## src/rtl/shift_pkg.sv

```systemverilog
package shift_pkg;
  typedef enum logic [1:0] {
    OP_LSL  = 2'b00,
    OP_LSR  = 2'b01,
    OP_ASR  = 2'b10,
    OP_LSL2 = 2'b11
  } shift_op_e;
endpackage

```

## src/rtl/shift_barrel.sv

```systemverilog
// Log shifter: right shift only; left shifts reuse it via bit reversal.
module shift_barrel #(
  parameter int DATA_W = 32,
  parameter int SH_W   = $clog2(DATA_W)
) (
  input  logic [DATA_W-1:0] data_i,
  input  logic [SH_W-1:0]   amt_i,
  input  logic              to_lsb_i,
  input  logic              fill_i,
  output logic [DATA_W-1:0] data_o
);
  logic [DATA_W-1:0] lvl [SH_W+1];
  logic [DATA_W-1:0] rev_in, rev_out;

  always_comb begin
    for (int b = 0; b < DATA_W; b++) begin
      rev_in[b]  = data_i[DATA_W-1-b];
      rev_out[b] = lvl[SH_W][DATA_W-1-b];
    end
  end

  assign lvl[0] = to_lsb_i ? data_i : rev_in;

  for (genvar s = 0; s < SH_W; s++) begin : g_lvl
    localparam int Step = 1 << s;
    logic fill_s;
    assign fill_s    = to_lsb_i & fill_i;
    assign lvl[s+1]  = amt_i[s] ? {{Step{fill_s}}, lvl[s][DATA_W-1:Step]} : lvl[s];
  end

  assign data_o = to_lsb_i ? lvl[SH_W] : rev_out;
endmodule

```

## src/rtl/shift_flag_gen.sv

```systemverilog
module shift_flag_gen
  import shift_pkg::*;
#(
  parameter int DATA_W = 32,
  parameter int SH_W   = $clog2(DATA_W)
) (
  input  logic [DATA_W-1:0] operand_i,
  input  logic [SH_W-1:0]   amt_i,
  input  shift_op_e         op_i,
  input  logic              res_msb_i,
  input  logic              cf_i,
  input  logic              of_i,
  output logic              cf_o,
  output logic              of_o,
  output logic              we_o
);
  logic [SH_W:0]   left_idx;
  logic [SH_W-1:0] right_idx;
  logic            cf_new;
  logic            amt_zero, amt_one;

  assign amt_zero  = (amt_i == '0);
  assign amt_one   = (amt_i == SH_W'(1));
  assign left_idx  = (SH_W+1)'(DATA_W) - {1'b0, amt_i};
  assign right_idx = amt_i - SH_W'(1);

  always_comb begin
    unique case (op_i)
      OP_LSR, OP_ASR: cf_new = operand_i[right_idx];
      default:        cf_new = operand_i[left_idx[SH_W-1:0]];
    endcase
  end

  always_comb begin
    we_o = !amt_zero;
    cf_o = amt_zero ? cf_i : cf_new;
    of_o = of_i;
    if (amt_one) begin
      unique case (op_i)
        OP_ASR:  of_o = 1'b0;
        OP_LSR:  of_o = operand_i[DATA_W-1];
        default: of_o = res_msb_i ^ cf_new;
      endcase
    end
  end
endmodule

```

## src/rtl/shift_flags_unit.sv

```systemverilog
module shift_flags_unit
  import shift_pkg::*;
#(
  parameter int DATA_W = 32,
  parameter int CNT_W  = 8
) (
  input  logic              clk_i,
  input  logic              rst_ni,
  input  logic              valid_i,
  input  logic [1:0]        op_i,
  input  logic [DATA_W-1:0] operand_i,
  input  logic [CNT_W-1:0]  count_i,
  input  logic              cf_i,
  input  logic              of_i,
  output logic              valid_o,
  output logic [DATA_W-1:0] result_o,
  output logic              cf_o,
  output logic              of_o,
  output logic              flag_we_o
);
  localparam int SH_W = $clog2(DATA_W);

  shift_op_e         op;
  logic [SH_W-1:0]   amt;
  logic              to_lsb, fill;
  logic [DATA_W-1:0] shifted;
  logic              cf_d, of_d, we_d;
  logic              unused_cnt_hi;

  assign op            = shift_op_e'(op_i);
  assign amt           = count_i[SH_W-1:0];  // architectural 5-bit mask
  assign unused_cnt_hi = ^count_i[CNT_W-1:SH_W];
  assign to_lsb        = (op == OP_LSR) || (op == OP_ASR);
  assign fill          = (op == OP_ASR) & operand_i[DATA_W-1];

  shift_barrel #(.DATA_W(DATA_W), .SH_W(SH_W)) u_barrel (
    .data_i   (operand_i),
    .amt_i    (amt),
    .to_lsb_i (to_lsb),
    .fill_i   (fill),
    .data_o   (shifted)
  );

  shift_flag_gen #(.DATA_W(DATA_W), .SH_W(SH_W)) u_flags (
    .operand_i (operand_i),
    .amt_i     (amt),
    .op_i      (op),
    .res_msb_i (shifted[DATA_W-1]),
    .cf_i      (cf_i),
    .of_i      (of_i),
    .cf_o      (cf_d),
    .of_o      (of_d),
    .we_o      (we_d)
  );

  always_ff @(posedge clk_i or negedge rst_ni) begin
    if (!rst_ni) valid_o <= 1'b0;
    else         valid_o <= valid_i;
  end

  always_ff @(posedge clk_i or negedge rst_ni) begin
    if (!rst_ni) begin
      result_o  <= '0;
      cf_o      <= 1'b0;
      of_o      <= 1'b0;
      flag_we_o <= 1'b0;
    end else if (valid_i) begin
      result_o  <= shifted;
      cf_o      <= cf_d;
      of_o      <= of_d;
      flag_we_o <= we_d;
    end
  end
endmodule

```

## config.mk

```make
export PLATFORM = sky130hd
export DESIGN_NAME = shift_flags_unit
export DESIGN_NICKNAME = d
export VERILOG_FILES = /design/src/rtl/shift_pkg.sv /design/src/rtl/shift_barrel.sv /design/src/rtl/shift_flag_gen.sv /design/src/rtl/shift_flags_unit.sv
export SDC_FILE = /design/constraint.sdc
export NUM_CORES = 1
export LEC_CHECK = 0
export ABC_AREA = 0
export BUFFER_PORTS_ARGS = -buffer_cell sky130_fd_sc_hd__clkbuf_2
export CAP_MARGIN = 20
export CORE_ASPECT_RATIO = 0.75
export CORE_UTILIZATION = 45
export CTS_BUF_LIST = sky130_fd_sc_hd__clkbuf_2
export DETAILED_ROUTE_END_ITERATION = 8
export PLACE_DENSITY_LB_ADDON = 0.15
export REMOVE_ABC_BUFFERS = 1
export SLEW_MARGIN = 5
export SYNTH_ARGS = -nofsm -noshare
export SYNTH_HDL_FRONTEND = slang
export SYNTH_SLANG_ARGS = --single-unit
```

## constraint.sdc

```tcl
create_clock -name clk_i -period 2.5 [get_ports clk_i]
set_clock_uncertainty 0.1 [all_clocks]
set_input_delay 0.375 -clock clk_i [delete_from_list [all_inputs] [get_ports clk_i]]
set_output_delay 0.375 -clock clk_i [all_outputs]
set_load 0.03 [all_outputs]
```

Word-level counts from Yosys, hierarchy flattened
Cells that the tools add are included.
{"block": "totals", "regBits": 36, "input_bits": 47, "output_inout_bits": 36, "wordCells": 34}
{"block": "classes", "add_sub_neg": 2, "magnitude_cmp": 2, "eq_ne": 3, "n_mux": 15, "n_bitwise": 3, "n_reduce_logical": 4}
{"cell": "two-way mux 32 bit", "count": 7}
{"cell": "< comparator 5 x 6 -> 1 bit, second input constant", "count": 2}
{"cell": "binary-select mux 1 bit (select 5 bit)", "count": 2}
{"cell": "== test 5 x 1 -> 1 bit, second input constant", "count": 1}
{"cell": "zero test 5 bit", "count": 1}
{"cell": "two-way mux 1 bit", "count": 5}
{"cell": "subtractor 1 x 5 -> 5 bit, first input constant", "count": 1}
{"cell": "subtractor 5 x 1 -> 5 bit, second input constant", "count": 1}
{"cell": "AND 1 bit", "count": 2}
{"cell": "== test 2 x 1 -> 1 bit, second input constant", "count": 1}
{"cell": "== test 2 bit, second input constant", "count": 1}
{"cell": "one-hot mux 1 bit (2 select lines)", "count": 1}
{"cell": "OR reduction 2 bit", "count": 1}
{"cell": "zero test 1 bit", "count": 1}
{"cell": "logical OR 1 bit", "count": 1}
{"cell": "XOR 1 bit", "count": 1}

Logic depth before layout (Yosys ltp)
Gate-level depths: netlist of the first run.
{"block": "logic_depth", "ltp_word": 12, "mapped_depth": 13, "depth_no_buf": 8}

Modules after synthesis
Synthesis of the first run repeated with hierarchy kept, for this count alone.
{"block": "unflattened", "hier_cells": 626, "area_unflattened_um2": 6030.8}
{"mod": "shift_barrel", "n_inst": 1, "cells_per_inst": 487, "area_each_um2": 3813.7}
{"mod": "shift_flags_unit", "n_inst": 1, "cells_per_inst": 79, "area_each_um2": 1505.2}
{"mod": "shift_flag_gen", "n_inst": 1, "cells_per_inst": 60, "area_each_um2": 711.9}

Worst setup path after synthesis of the first run
Ideal clock, no wire load.
{"block": "synth_path", "path_type": "input-to-reg", "startpoint": "input count_i[1]", "endpoint": "register of_o", "setup_time_ps": 128, "t_arrival_ps": 3013, "path_slack_ps": -741, "cell_stages": 13, "path_cell_list": "buf_2 -> inv_2 -> buf_2 -> buf_2 -> ha_1 -> buf_1 -> clkbuf_1 -> mux4_2 -> mux2i_1 -> mux2i_1 -> mux2_2 -> xnor2_1 -> o22ai_2"}
{"block": "synth_between", "elab_chain_len": 8}
{"item": "start: declaration", "line": "shift_flags_unit.sv:12", "rtl": "input logic [CNT_W-1:0] count_i,"}
{"item": "branches (longest 7 deep; another with subtractor 1 x 5 -> 5 bit)"}
{"item": "two-way mux 1 bit *", "line": "shift_flag_gen.sv:38", "rtl": "if (amt_one) begin"}
{"item": "end signal: assignment", "line": "shift_flags_unit.sv:65", "rtl": "of_o <= 1'b0;"}
{"item": "end signal: assignment", "line": "shift_flags_unit.sv:70", "rtl": "of_o <= of_d;"}
{"item": "end: declaration", "line": "shift_flags_unit.sv:18", "rtl": "output logic of_o,"}
Every way passes the cells marked *. The select of a mux whose other input is x is not followed.
A chain may end at the register's enable or synchronous reset.

Worst setup path in the final report of the first run
{"block": "layout_path", "startpoint": "input op_i[0]", "endpoint": "register result_o[20]"}
{"block": "layout_between", "elab_chain_len": 9}
{"item": "start: declaration", "line": "shift_flags_unit.sv:10", "rtl": "input logic [1:0] op_i,"}
{"item": "== test 2 bit or == test 2 x 1 -> 1 bit (tied branches)", "line": "shift_flags_unit.sv:33, shift_flags_unit.sv:34"}
{"item": "AND 1 bit or logical OR 1 bit (tied branches)", "line": "shift_flags_unit.sv:34, shift_flags_unit.sv:33"}
{"item": "AND 1 bit or two-way mux 32 bit (tied branches)", "line": "shift_barrel.sv:27, shift_barrel.sv:22"}
{"item": "two-way mux 32 bit (5 in a row)", "line": "shift_barrel.sv:28", "rtl": "assign lvl[s+1] = amt_i[s] ? {{Step{fill_s}}, lvl[s][DATA_W-1:Step]} : lvl[s];"}
{"item": "two-way mux 32 bit *", "line": "shift_barrel.sv:31", "rtl": "assign data_o = to_lsb_i ? lvl[SH_W] : rev_out;"}
{"item": "end signal: assignment", "line": "shift_flags_unit.sv:68", "rtl": "result_o <= shifted;"}
{"item": "end: declaration", "line": "shift_flags_unit.sv:16", "rtl": "output logic [DATA_W-1:0] result_o,"}
Every way passes the cells marked *; elsewhere a longest branch is shown, timed or not.

==> reports/metrics.cfg, run 1 <==
[worst_setup_path]
worstPathRequired_ns=2.76
cp.arrival_ns=2.81
criticalPathCategory=input pin to flip-flop
critPathBufInv=3
cpPeakStageDelay_ns=0.55
cp-end-kind=flip-flop
path_cells=buf_8, inv_4, ha_4, mux4_2, buf_6, mux2_4, o211ai_1, o221a_2, o22ai_2, a221o_1
reg2reg_slack_ns=1.41
cpMaxStageDelayCell=mux4_2
reg2regPathDepth=2
critPathMaxFanout=8
startpoint_type=input pin
crit_family=compound AO/OA/AOI/OAI gates
path_depth=10

[routing]
drt_wl_total_mm=21.0
drt_pass1_iterations=6
num_vias=5826
drc_errors=0
detailedRoute.firstIterationViolations=662
viasPerCell=6.61
ant_nets=0
post_drt_wl_per_cell_um=23.8

[cells_and_area]
nNetsFinal=793
syn2layout_area_growth_pct=37.8
drive_gt1_share_pct=50.3
num_antenna_cells=0
fillCellCount=944
final_cells=882

[grt]
gr-total-overflow=0
grt_max_degree=37
first_global_vias=5654
grt_pass1_wl_mm=32.9
antenna_found_initial=0
grtUsageTotal_pct=36.4

[cts]
clock_sinks=36
cts_buffers=5
htreeDepth=2
root_buffer=clkbuf_2
cts_buffer_depth=2
cts_tree=yes
clkLatencyLatePin_ns=0.42
clk_pin_slew_worst_paths_ns=0.22

[timing]
timing.final.crit_period_ns=2.55
setup_slack_ns=-0.0522
setup_violations=5
rsz0062_at_grt=yes
worst_pin_slew_ns=0.930
slew_headroom_pct=38.0
timing.fmax_mhz=392
drv_slew=0
fin_crit_sh_pct=102
hold_violations=0

[synth]
synthMuxAreaShare_pct=42.7
yosys.area_share.simple_pct=11.6
netlist_area_um2=5200
synthAdderAreaFrac_pct=1.20
synth_seq_area_share_pct=17.3
yosysMostFrequentCell=mux4_2
yosysTopAreaCell=mux4_2
synth_compound_area_share_pct=19.5
ys_warn_count=0
synth_ff_type=dfrtp_1
synth_top_family_by_area=multiplexers
yosys.area_share.xor_xnor_pct=0.842
ys_seq_elements=36
synth_top_area_share_pct=26.4
synth_cell_types=68
ys_top_cells_by_count=mux4_2, nor2_1, mux2i_1
yosys-top-cells-area=mux4_2, dfrtp_1, mux2i_1, mux2_2, nor2_1
synth_edf_count=0
async_reset_ff_share_pct=100
synth_cells=531
postSynthAreaPerCell_um2=9.80

[power]
irDropWorstVdd_v=0.000249
pwr_density_cell_nw_per_um2=446
fin_total_pwr_w=0.00319
p_leak_nw=3.21

[min_path]
hold_depth=4
hold_path.class=input pin to flip-flop

[floorplanning]
start_util_pct=46.8
row_count=33
die_y_um=95.1
fp.coreArea_um2=11100
die_area_um2=12000
ioPinCount=83
chipWidth_um=126

[place]
dpl_worst_slack_ns=-0.870
io_buffers=79
place_hpwl_mm=16.2
gp_congestion=0.954
dpl.cell_count=863

[run]
cap_violations=0

[run_status]
violations=setup timing
outcome=finished with violations

[metrics by stage]
stage / utilization, % / hold slack, ns / cell area (um^2) / TNS [ns]
floorplan: - / -0.0206 / 4910 / -43.18
global placement: 61.3 / 0.378 / 6810 / -22.21
detailed placement: 61.3 / 0.377 / 6810 / -23.31
CTS: 63.2 / 0.168 / 7020 / -0.0128
global route: 64.5 / 0.158 / 7170 / -0.281
finish: 64.5 / 0.172 / 7170 / -0.105
[worst register-to-register path: stages, from the launching register on]
cell and delay [ns]:
dfrtp_1 0.49, nor2b_1 0.15, a311o_1 0.27
[registers in the layout (all words and copies together), names as in the netlist]
register / flops
of_o: 1
flag_we_o: 1
cf_o: 1
valid_o: 1
result_o: 32
[what timing repair did]
item                                   in CTS  in global routing
endpoints found under the hold margin      36                  0
setup endpoints to repair                  33                 33
gates cloned                                0                  1
resized for setup                          15                 28
pin swaps                                   4                 16
hold buffers                                1                  0
buffers inserted                            7                  2
[placed cells by master, fill, tap and decap left out, types with 4 or more instances in the layout]
cell and count:
nand2b_1 6, a21oi_1 16, mux2_2 17, mux2_4 9, clkbuf_2 81, nor2b_1 5, a221oi_1 4, nor3_1 6
ha_1 4, o21ai_1 11, dfrtp_1 36, buf_6 8, nand2_1 39, a22oi_1 5, buf_12 9, a221o_1 7
mux2i_1 48, a211oi_1 7, a31oi_1 8, inv_1 14, o221ai_1 6, mux4_2 61, o21ai_0 16, or3_1 6
xnor2_1 4, buf_4 157, mux2_1 4, and2_1 4, nor2_1 55, nand3_1 6, o211ai_1 8
[final timing paths]
| check | start | end |
|---|---|---|
| min in group asynchronous | rst_ni | result_o[14] |
| max in group asynchronous | rst_ni | result_o[24] |
| max reg2reg | result_o[14] | result_o[14] |
| max | op_i[0] | result_o[20] |
| min reg2reg | cf_o | cf_o |
| min | cf_i | cf_o |
[layer usage]
metal | GRT usage, % | up-vias | part of all wire, %
li1 | - | 2532 | -
met2 | 54.0 | 370 | 43
met1 | 52.7 | 2892 | 44
met4 | 7.43 | 0 | 1.5
met3 | 10.4 | 32 | 11
met5 | 0 | - | 0
[power breakdown]
part	total, W	internal [W]	switching [W]
Combinational	0.00205	0.000952	0.00110
Sequential	0.000737	0.000678	0.0000594
Clock	0.000401	0.000167	0.000235
Total	0.00319	0.00180	0.00140
[cell families after synthesis]
| family | after synthesis |
|---|---|
| AOI/OAI and AO/OA | 140 |
| xor gates and xnor gates | 5 |
| adders and majority gates | 5 |
| buffers and inverters | 68 |
| DFF | 36 |
| muxes | 141 |
| and+or+nand+nor | 136 |
[final cells by class]
class	instances	area, um^2	share of cell area (%)
Inverter	18	75.1	1.05
Multi-Input combinational cell	427	4070	56.8
Timing Repair Buffer	253	1880	26.2
Sequential cell	36	901	12.6
Clock inverter	3	42.5	0.593
Clock buffer	5	25.0	0.349
Tap cell	140	175	2.44
(Power assumes the default switching activity.)
==> run 2: changes to the inputs <==
SYNTH_HIERARCHICAL = 1   (was default)
==> run 2 against run 1 <==
Effect of this change: the run still ends with setup timing left; critical path type unchanged; highest routed layer unchanged; fmax fell by 4.1%; largest power group unchanged; critical path depth rose by 2; clock power barely moved.
==> reports/metrics.cfg, run 2 <==
[run_status]
outcome=finished with violations
violations=setup timing

[timing]
setup_slack_ns=-0.162  ; -0.110 ns
timing.final.crit_period_ns=2.66  ; +0.110 ns
tns_ns=-0.500  ; -0.395 ns
hold_ws_ns=0.152  ; -0.0198 ns
timing.fmax_mhz=376  ; -4.1%
setup_violations=7  ; +2
worst_pin_slew_ns=0.935  ; +0.00484 ns
rsz0062_at_grt=yes
fin_crit_sh_pct=106  ; +4.4 points
drv_slew=0  ; unchanged
hold_violations=0  ; unchanged
slew_headroom_pct=37.7  ; -0.32 points

[synth]
synth_seq_area_share_pct=14.9  ; -2.4 points
async_reset_ff_share_pct=100  ; unchanged
synth_cells=626  ; +18%
ys_top_cells_by_count=nand2_1, mux4_2, nor2_1
yosysTopAreaCell=mux4_2
yosys-top-cells-area=mux4_2, dfrtp_1, mux2_4, mux2i_1, mux2_2
synth_top_area_share_pct=19.4  ; -7.0 points
synth_edf_count=0  ; unchanged
netlist_area_um2=6030  ; +16%
ys_warn_count=6  ; +6
synth_cell_types=71  ; +4.4%
synth_ff_type=dfrtp_1
postSynthAreaPerCell_um2=9.63  ; -1.7%
ys_seq_elements=36  ; unchanged
yosysMostFrequentCell=nand2_1

[cells_and_area]
drive_gt1_share_pct=55.0  ; +4.8 points
num_antenna_cells=0  ; unchanged
final_cells=1063  ; +21%
mostFrequentLayoutCell=buf_4
syn2layout_area_growth_pct=39.7
multiInputGateArea_um2=4920  ; +21%
nNetsFinal=943  ; +19%
largest_register=result_o
fillCellCount=1094  ; +16%
most-common-layout-cells=buf_4, clkbuf_2, nand2_1
largest_register_ffs=32  ; unchanged
seq_area_um2=901  ; unchanged

[worst_setup_path]
worstPathRequired_ns=2.73  ; -0.03 ns
cpPeakStageDelay_ns=0.40  ; -0.15 ns
cp-end-kind=flip-flop
reg2reg_from=result_o[17]
reg2regPathDepth=1  ; -1
critPathMostFrequentCell=mux2_4
worstReg2RegEnd=result_o[17]
criticalPathCategory=input pin to flip-flop
reg2reg_slack_ns=1.60  ; +0.19 ns
startpoint_type=input pin
cp.arrival_ns=2.90  ; +0.09 ns
critPathMaxFanout=8  ; unchanged
path_cells=buf_8, ha_4, inv_6, buf_12, and4bb_2, nor4_4, a41oi_2, a222oi_1, buf_4, nor2_4, mux2_4, mux2_4
critPathBufInv=4  ; +1
crit_family=simple AND/OR/NAND/NOR gates
cpMaxStageDelayCell=a222oi_1

[min_path]
hold_depth=2  ; -2
hp-start=valid_i
min_to=flag_we_o
hold_path.class=input pin to flip-flop

[routing]
post_drt_wl_per_cell_um=24.0  ; +0.86%
ant_nets=0  ; unchanged
drt_pass1_iterations=9  ; +3
wl_met2_mm=10.5  ; +15%
num_vias=6867  ; +18%
drt_wl_total_mm=25.5  ; +22%
met1Wirelength_mm=11.0  ; +19%
drc_errors=0  ; unchanged
viasPerCell=6.46  ; -2.2%
wl_met3_mm=3.32  ; +41%
detailedRoute.firstIterationViolations=1042  ; +57%
highest_layer=met4

[grt]
grt_max_degree=41  ; +11%
grt_pass1_wl_mm=38.8  ; +18%
grtUsageTotal_pct=37.6  ; +1.2 points
antenna_found_initial=0  ; unchanged
gr-total-overflow=0  ; unchanged
first_global_vias=6542  ; +16%

[place]
io_buffers=79  ; unchanged
gp_congestion=1.01  ; +6.2%
place_hpwl_mm=19.9  ; +23%
dpl_worst_slack_ns=-0.855  ; +0.0156 ns
dpl.cell_count=1033  ; +20%

[floorplanning]
ioPinCount=83  ; unchanged
row_count=36  ; +9.1%
fp.coreArea_um2=13000  ; +17%
die_y_um=102  ; +7.5%
chipWidth_um=136  ; +7.5%
start_util_pct=46.3  ; -0.51 points
die_area_um2=13900  ; +16%

[cts]
clk_pin_slew_worst_paths_ns=0.22  ; about the same
cts_tree=yes
htreeDepth=2  ; unchanged
clkLatencyLatePin_ns=0.43  ; about the same
root_buffer=clkbuf_2
clock_sinks=36  ; unchanged
cts_buffer_depth=2  ; unchanged
cts_buffers=5  ; unchanged

[power]
irDropWorstVdd_v=0.000299  ; +20%
swShare_pct=44.3  ; +0.51 points
p_switching_w=0.00163  ; +17%
p_seq_share_pct=20.7  ; -2.4 points
clkPwrFrac_pct=10.8  ; -1.8 points
pwr_density_cell_nw_per_um2=438  ; -1.7%
intPower_w=0.00206  ; +15%
combPwrFrac_pct=68.5  ; +4.2 points
p_leak_nw=3.83  ; +19%

[run]
cap_violations=0  ; unchanged

## run 2: worst max path at each step
stage,endpoint,slack [ns],from,cells after the start
after detailed placement,of_o,-0.85,op_i[0],14
after CTS,result_o[12],-0.07,op_i[0],13
after floorplan,of_o,-1.79,op_i[0],13
after global routing,result_o[12],-0.17,op_i[1],12
after global placement,result_o[12],-0.84,op_i[0],14
final,result_o[12],-0.16,op_i[1],12
## run 2: power groups by stage
stage / Combinational (W) / Sequential (W) / Clock, W
floorplan: 0.000987 / 0.00101 / 0
global placement: 0.00227 / 0.000768 / 0
detailed placement: 0.00228 / 0.000775 / 0
CTS: 0.00241 / 0.000765 / 0.000403
global route: 0.00265 / 0.000780 / 0.000434
finish: 0.00253 / 0.000763 / 0.000399
## run 2: stage by stage
stage	utilization (%)	cell area, um^2	power, W
detailed placement	60.4	7860	0.00306
finish	64.7	8430	0.00369
CTS	63.4	8260	0.00358
global route	64.7	8430	0.00387
global placement	60.4	7860	0.00304
floorplan	-	5640	0.00199
## run 2: cell families after synthesis
kind of cell / after synthesis / synth area share [%]
AO/OA/AOI/OAI: 152 / 18.4
XOR/XNOR: 4 / 0.706
adder cells (fa/ha/maj): 5 / 1.04
buffers and inverters: 70 / 7.59
flip-flops: 36 / 14.9
multiplexers: 169 / 42.4
AND/OR/NAND/NOR: 190 / 14.9
## run 2: final cells by class
| type | instances | share of cell area [%] |
|---|---|---|
| clock buffer | 6 | 0.356 |
| clock inverter | 2 | 0.416 |
| inverter | 17 | 0.935 |
| multi-input combinational | 520 | 58.4 |
| sequential | 36 | 10.7 |
| tap | 171 | 2.54 |
| timing repair buffer | 310 | 26.6 |
| timing repair inverter | 1 | 0.104 |
## run 2: metal layers
layer  vias up  track usage [%]
met2       484             54.4
li1       2981                -
met1      3331             54.9
met4         0             9.33
met5         -                0
met3        71             10.2
## run 2: what timing repair did
action,in CTS,in global routing
pin swaps,14,14
setup endpoints to repair,34,28
gates cloned,1,0
hold endpoints to repair,29,0
resized for setup,46,33
hold buffers,1,0
setup buffers,17,5
==> run 3: changes to the inputs <==
==> constraint.sdc (replaced) <==
create_clock -name clk_i -period 2.2 [get_ports clk_i]
set_clock_uncertainty 0.1 [all_clocks]
set_input_delay 0.33 -clock clk_i [delete_from_list [all_inputs] [get_ports clk_i]]
set_output_delay 0.33 -clock clk_i [all_outputs]
set_load 0.005 [all_outputs]
==> run 3 against run 2 <==
Effect of this change: the run still ends with setup timing left; highest routed layer unchanged; via count increased by 3.3%; largest cell class unchanged; critical path depth increased by 1; final cell count increased by 3.1%; design area increased by 11%.
==> reports/metrics.cfg, run 3 (synthesis gave the netlist of run 2 again) <==
[routing]
drc_errors=0  ; unchanged
post_drt_wl_per_cell_um=25.0  ; +4.2%
detailedRoute.firstIterationViolations=992  ; -4.8%
viasPerCell=6.47  ; +0.22%
drt_wl_total_mm=27.4  ; +7.4%
num_vias=7096  ; +3.3%
drt_pass1_iterations=6  ; -3
ant_nets=0  ; unchanged

[cells_and_area]
final_cells=1096  ; +3.1%
mostFrequentLayoutCell=buf_4
most-common-layout-cells=buf_4, clkbuf_2, nand2_1
syn2layout_area_growth_pct=55.0
largest_register=result_o
num_antenna_cells=0  ; unchanged
largest_register_ffs=32  ; unchanged
nNetsFinal=977  ; +3.6%
drive_gt1_share_pct=61.9  ; +6.9 points
fillCellCount=1003  ; -8.3%
design_area_um2=9350  ; +11%

[worst_setup_path]
worstPathRequired_ns=2.40  ; -0.33 ns
cp.arrival_ns=2.95  ; +0.05 ns
path_cells=buf_6, ha_4, clkinv_8, buf_8, buf_6, o211a_4, nor4_4, a41oi_2, a222oi_1, buf_4, nor2_4, mux2_4, mux2_4
cpMaxStageDelayCell=a222oi_1
reg2regPathDepth=1  ; unchanged
criticalPathCategory=input pin to flip-flop
reg2reg_slack_ns=1.27  ; -0.33 ns
reg2reg_from=result_o[18]
critPathMaxFanout=7  ; -1
cpPeakStageDelay_ns=0.44  ; +0.04 ns
startpoint_type=input pin
worstReg2RegEnd=result_o[18]
cp-end-kind=flip-flop

[timing]
drv_slew=0  ; unchanged
fin_crit_sh_pct=125
setup_violations=34  ; +27
rsz0062_at_grt=yes
hold_violations=0  ; unchanged
timing.fmax_mhz=363
slew_headroom_pct=64.0  ; +26 points
worst_pin_slew_ns=0.538  ; -0.397 ns
timing.final.crit_period_ns=2.75
setup_slack_ns=-0.552  ; -0.390 ns

[grt]
grt_max_degree=34  ; -17%
first_global_vias=6838  ; +4.5%
gr-total-overflow=0  ; unchanged
grtUsageTotal_pct=39.7  ; +2.1 points
antenna_found_initial=0  ; unchanged
grt_pass1_wl_mm=40.7  ; +4.7%

[cts]
cts_tree=yes
clkLatencyLatePin_ns=0.43  ; about the same
cts_buffers=5  ; unchanged
cts_buffer_depth=2  ; unchanged
clock_sinks=36  ; unchanged
clk_pin_slew_worst_paths_ns=0.22  ; about the same
root_buffer=clkbuf_2
htreeDepth=2  ; unchanged

[place]
place_hpwl_mm=20.2  ; +1.5%
dpl.cell_count=1045  ; +1.2%
dpl_worst_slack_ns=-1.09  ; -0.239 ns
place_area_um2=7970  ; +1.3%
io_buffers=79  ; unchanged
gp_congestion=0.965  ; -4.7%

[run_status]
outcome=finished with violations
violations=setup timing

[floorplanning]
fp.coreArea_um2=13000  ; unchanged
row_count=36  ; unchanged
ioPinCount=83  ; unchanged
start_util_pct=46.3  ; unchanged
chipWidth_um=136  ; unchanged
die_area_um2=13900  ; unchanged
die_y_um=102  ; unchanged

[power]
pwr_density_cell_nw_per_um2=447  ; +2.1%
p_leak_nw=4.18  ; +9.0%
irDropWorstVdd_v=0.000266  ; -11%

[min_path]
hold_path.class=input pin to async pin

[run]
cap_violations=0  ; unchanged

[run 3: changes by cell type in the layout (fill, tap and decap cells not counted), moves of 4 or more]
cell	delta
a211oi_1	-6
a21oi_1	-4
buf_16	+5
buf_6	+26
mux2_2	-11
mux2_4	+11
mux2i_1	-4
mux2i_4	+4
o21ai_0	-5
o21ai_2	+5
o221ai_1	-4
[run 3: area by class of cell]
type                            count  area (um^2)  area share [%]
Multi-Input combinational cell    520         5370            57.4
Inverter                           17          100            1.07
Tap cell                          171          214            2.29
Timing Repair Buffer              344         2730            29.2
Sequential cell                    36          901            9.64
Clock inverter                      2         7.51          0.0803
Clock buffer                        5         25.0           0.268
Timing Repair inverter              1         7.51          0.0803
[run 3: worst max path at each step]
| stage | from | to | slack [ns] | depth (start not counted) |
|---|---|---|---|---|
| after floorplan | op_i[0] | of_o | -2.05 | 13 |
| after global placement | op_i[0] | result_o[12] | -1.08 | 14 |
| after detailed placement | op_i[0] | result_o[12] | -1.09 | 14 |
| after CTS | op_i[0] | result_o[12] | -0.37 | 13 |
| after global routing | op_i[0] | result_o[12] | -0.53 | 14 |
| final | op_i[1] | result_o[12] | -0.55 | 13 |
[run 3: worst max-delay path: cells and delay by family]
| kind | cells | cell delay, ns |
|---|---|---|
| buffers and inverters | 5 | 0.69 |
| AOI/OAI and AO/OA | 3 | 0.68 |
| and+or+nand+nor | 2 | 0.40 |
| muxes | 2 | 0.51 |
| adders and majority gates | 1 | 0.34 |
[run 3: per-stage QoR]
step	hold WS, ns	TNS, ns	util (%)	total power, W
finish	0.0948	-9.52	71.8	0.00418
detailed placement	0.0367	-30.34	61.2	0.00324
global route	0.0825	-9.32	71.8	0.00439
global placement	0.0323	-29.72	61.2	0.00322
floorplan	-0.0656	-55.77	-	0.00201
CTS	0.0858	-6.60	69.8	0.00399
[run 3: per-layer routing]
metal / up-vias / global-route usage (%) / wire, um
li1: 3061 / - / -
met1: 3469 / 54.5 / 11500
met2: 502 / 59.1 / 11600
met3: 64 / 13.6 / 3580
met4: 0 / 10.8 / 754
met5: - / 0 / 0
[run 3: timing repair]
| action | 4_1_cts | 5_1_grt |
|---|---|---|
| gates resized for setup | 159 | 50 |
| gates cloned | 5 | 0 |
| buffers inserted | 36 | 13 |
| hold buffers | 1 | 0 |
| pin swaps | 63 | 39 |
| endpoints found under the hold margin | 36 | 0 |
| setup endpoints to repair | 34 | 34 |
[run 3: power breakdown]
part,switching (W),internal [W],total [W]
Clock,0.000236,0.0000654,0.000302
Combinational,0.00143,0.00158,0.00301
Sequential,0.0000760,0.000794,0.000869
Total,0.00174,0.00244,0.00418
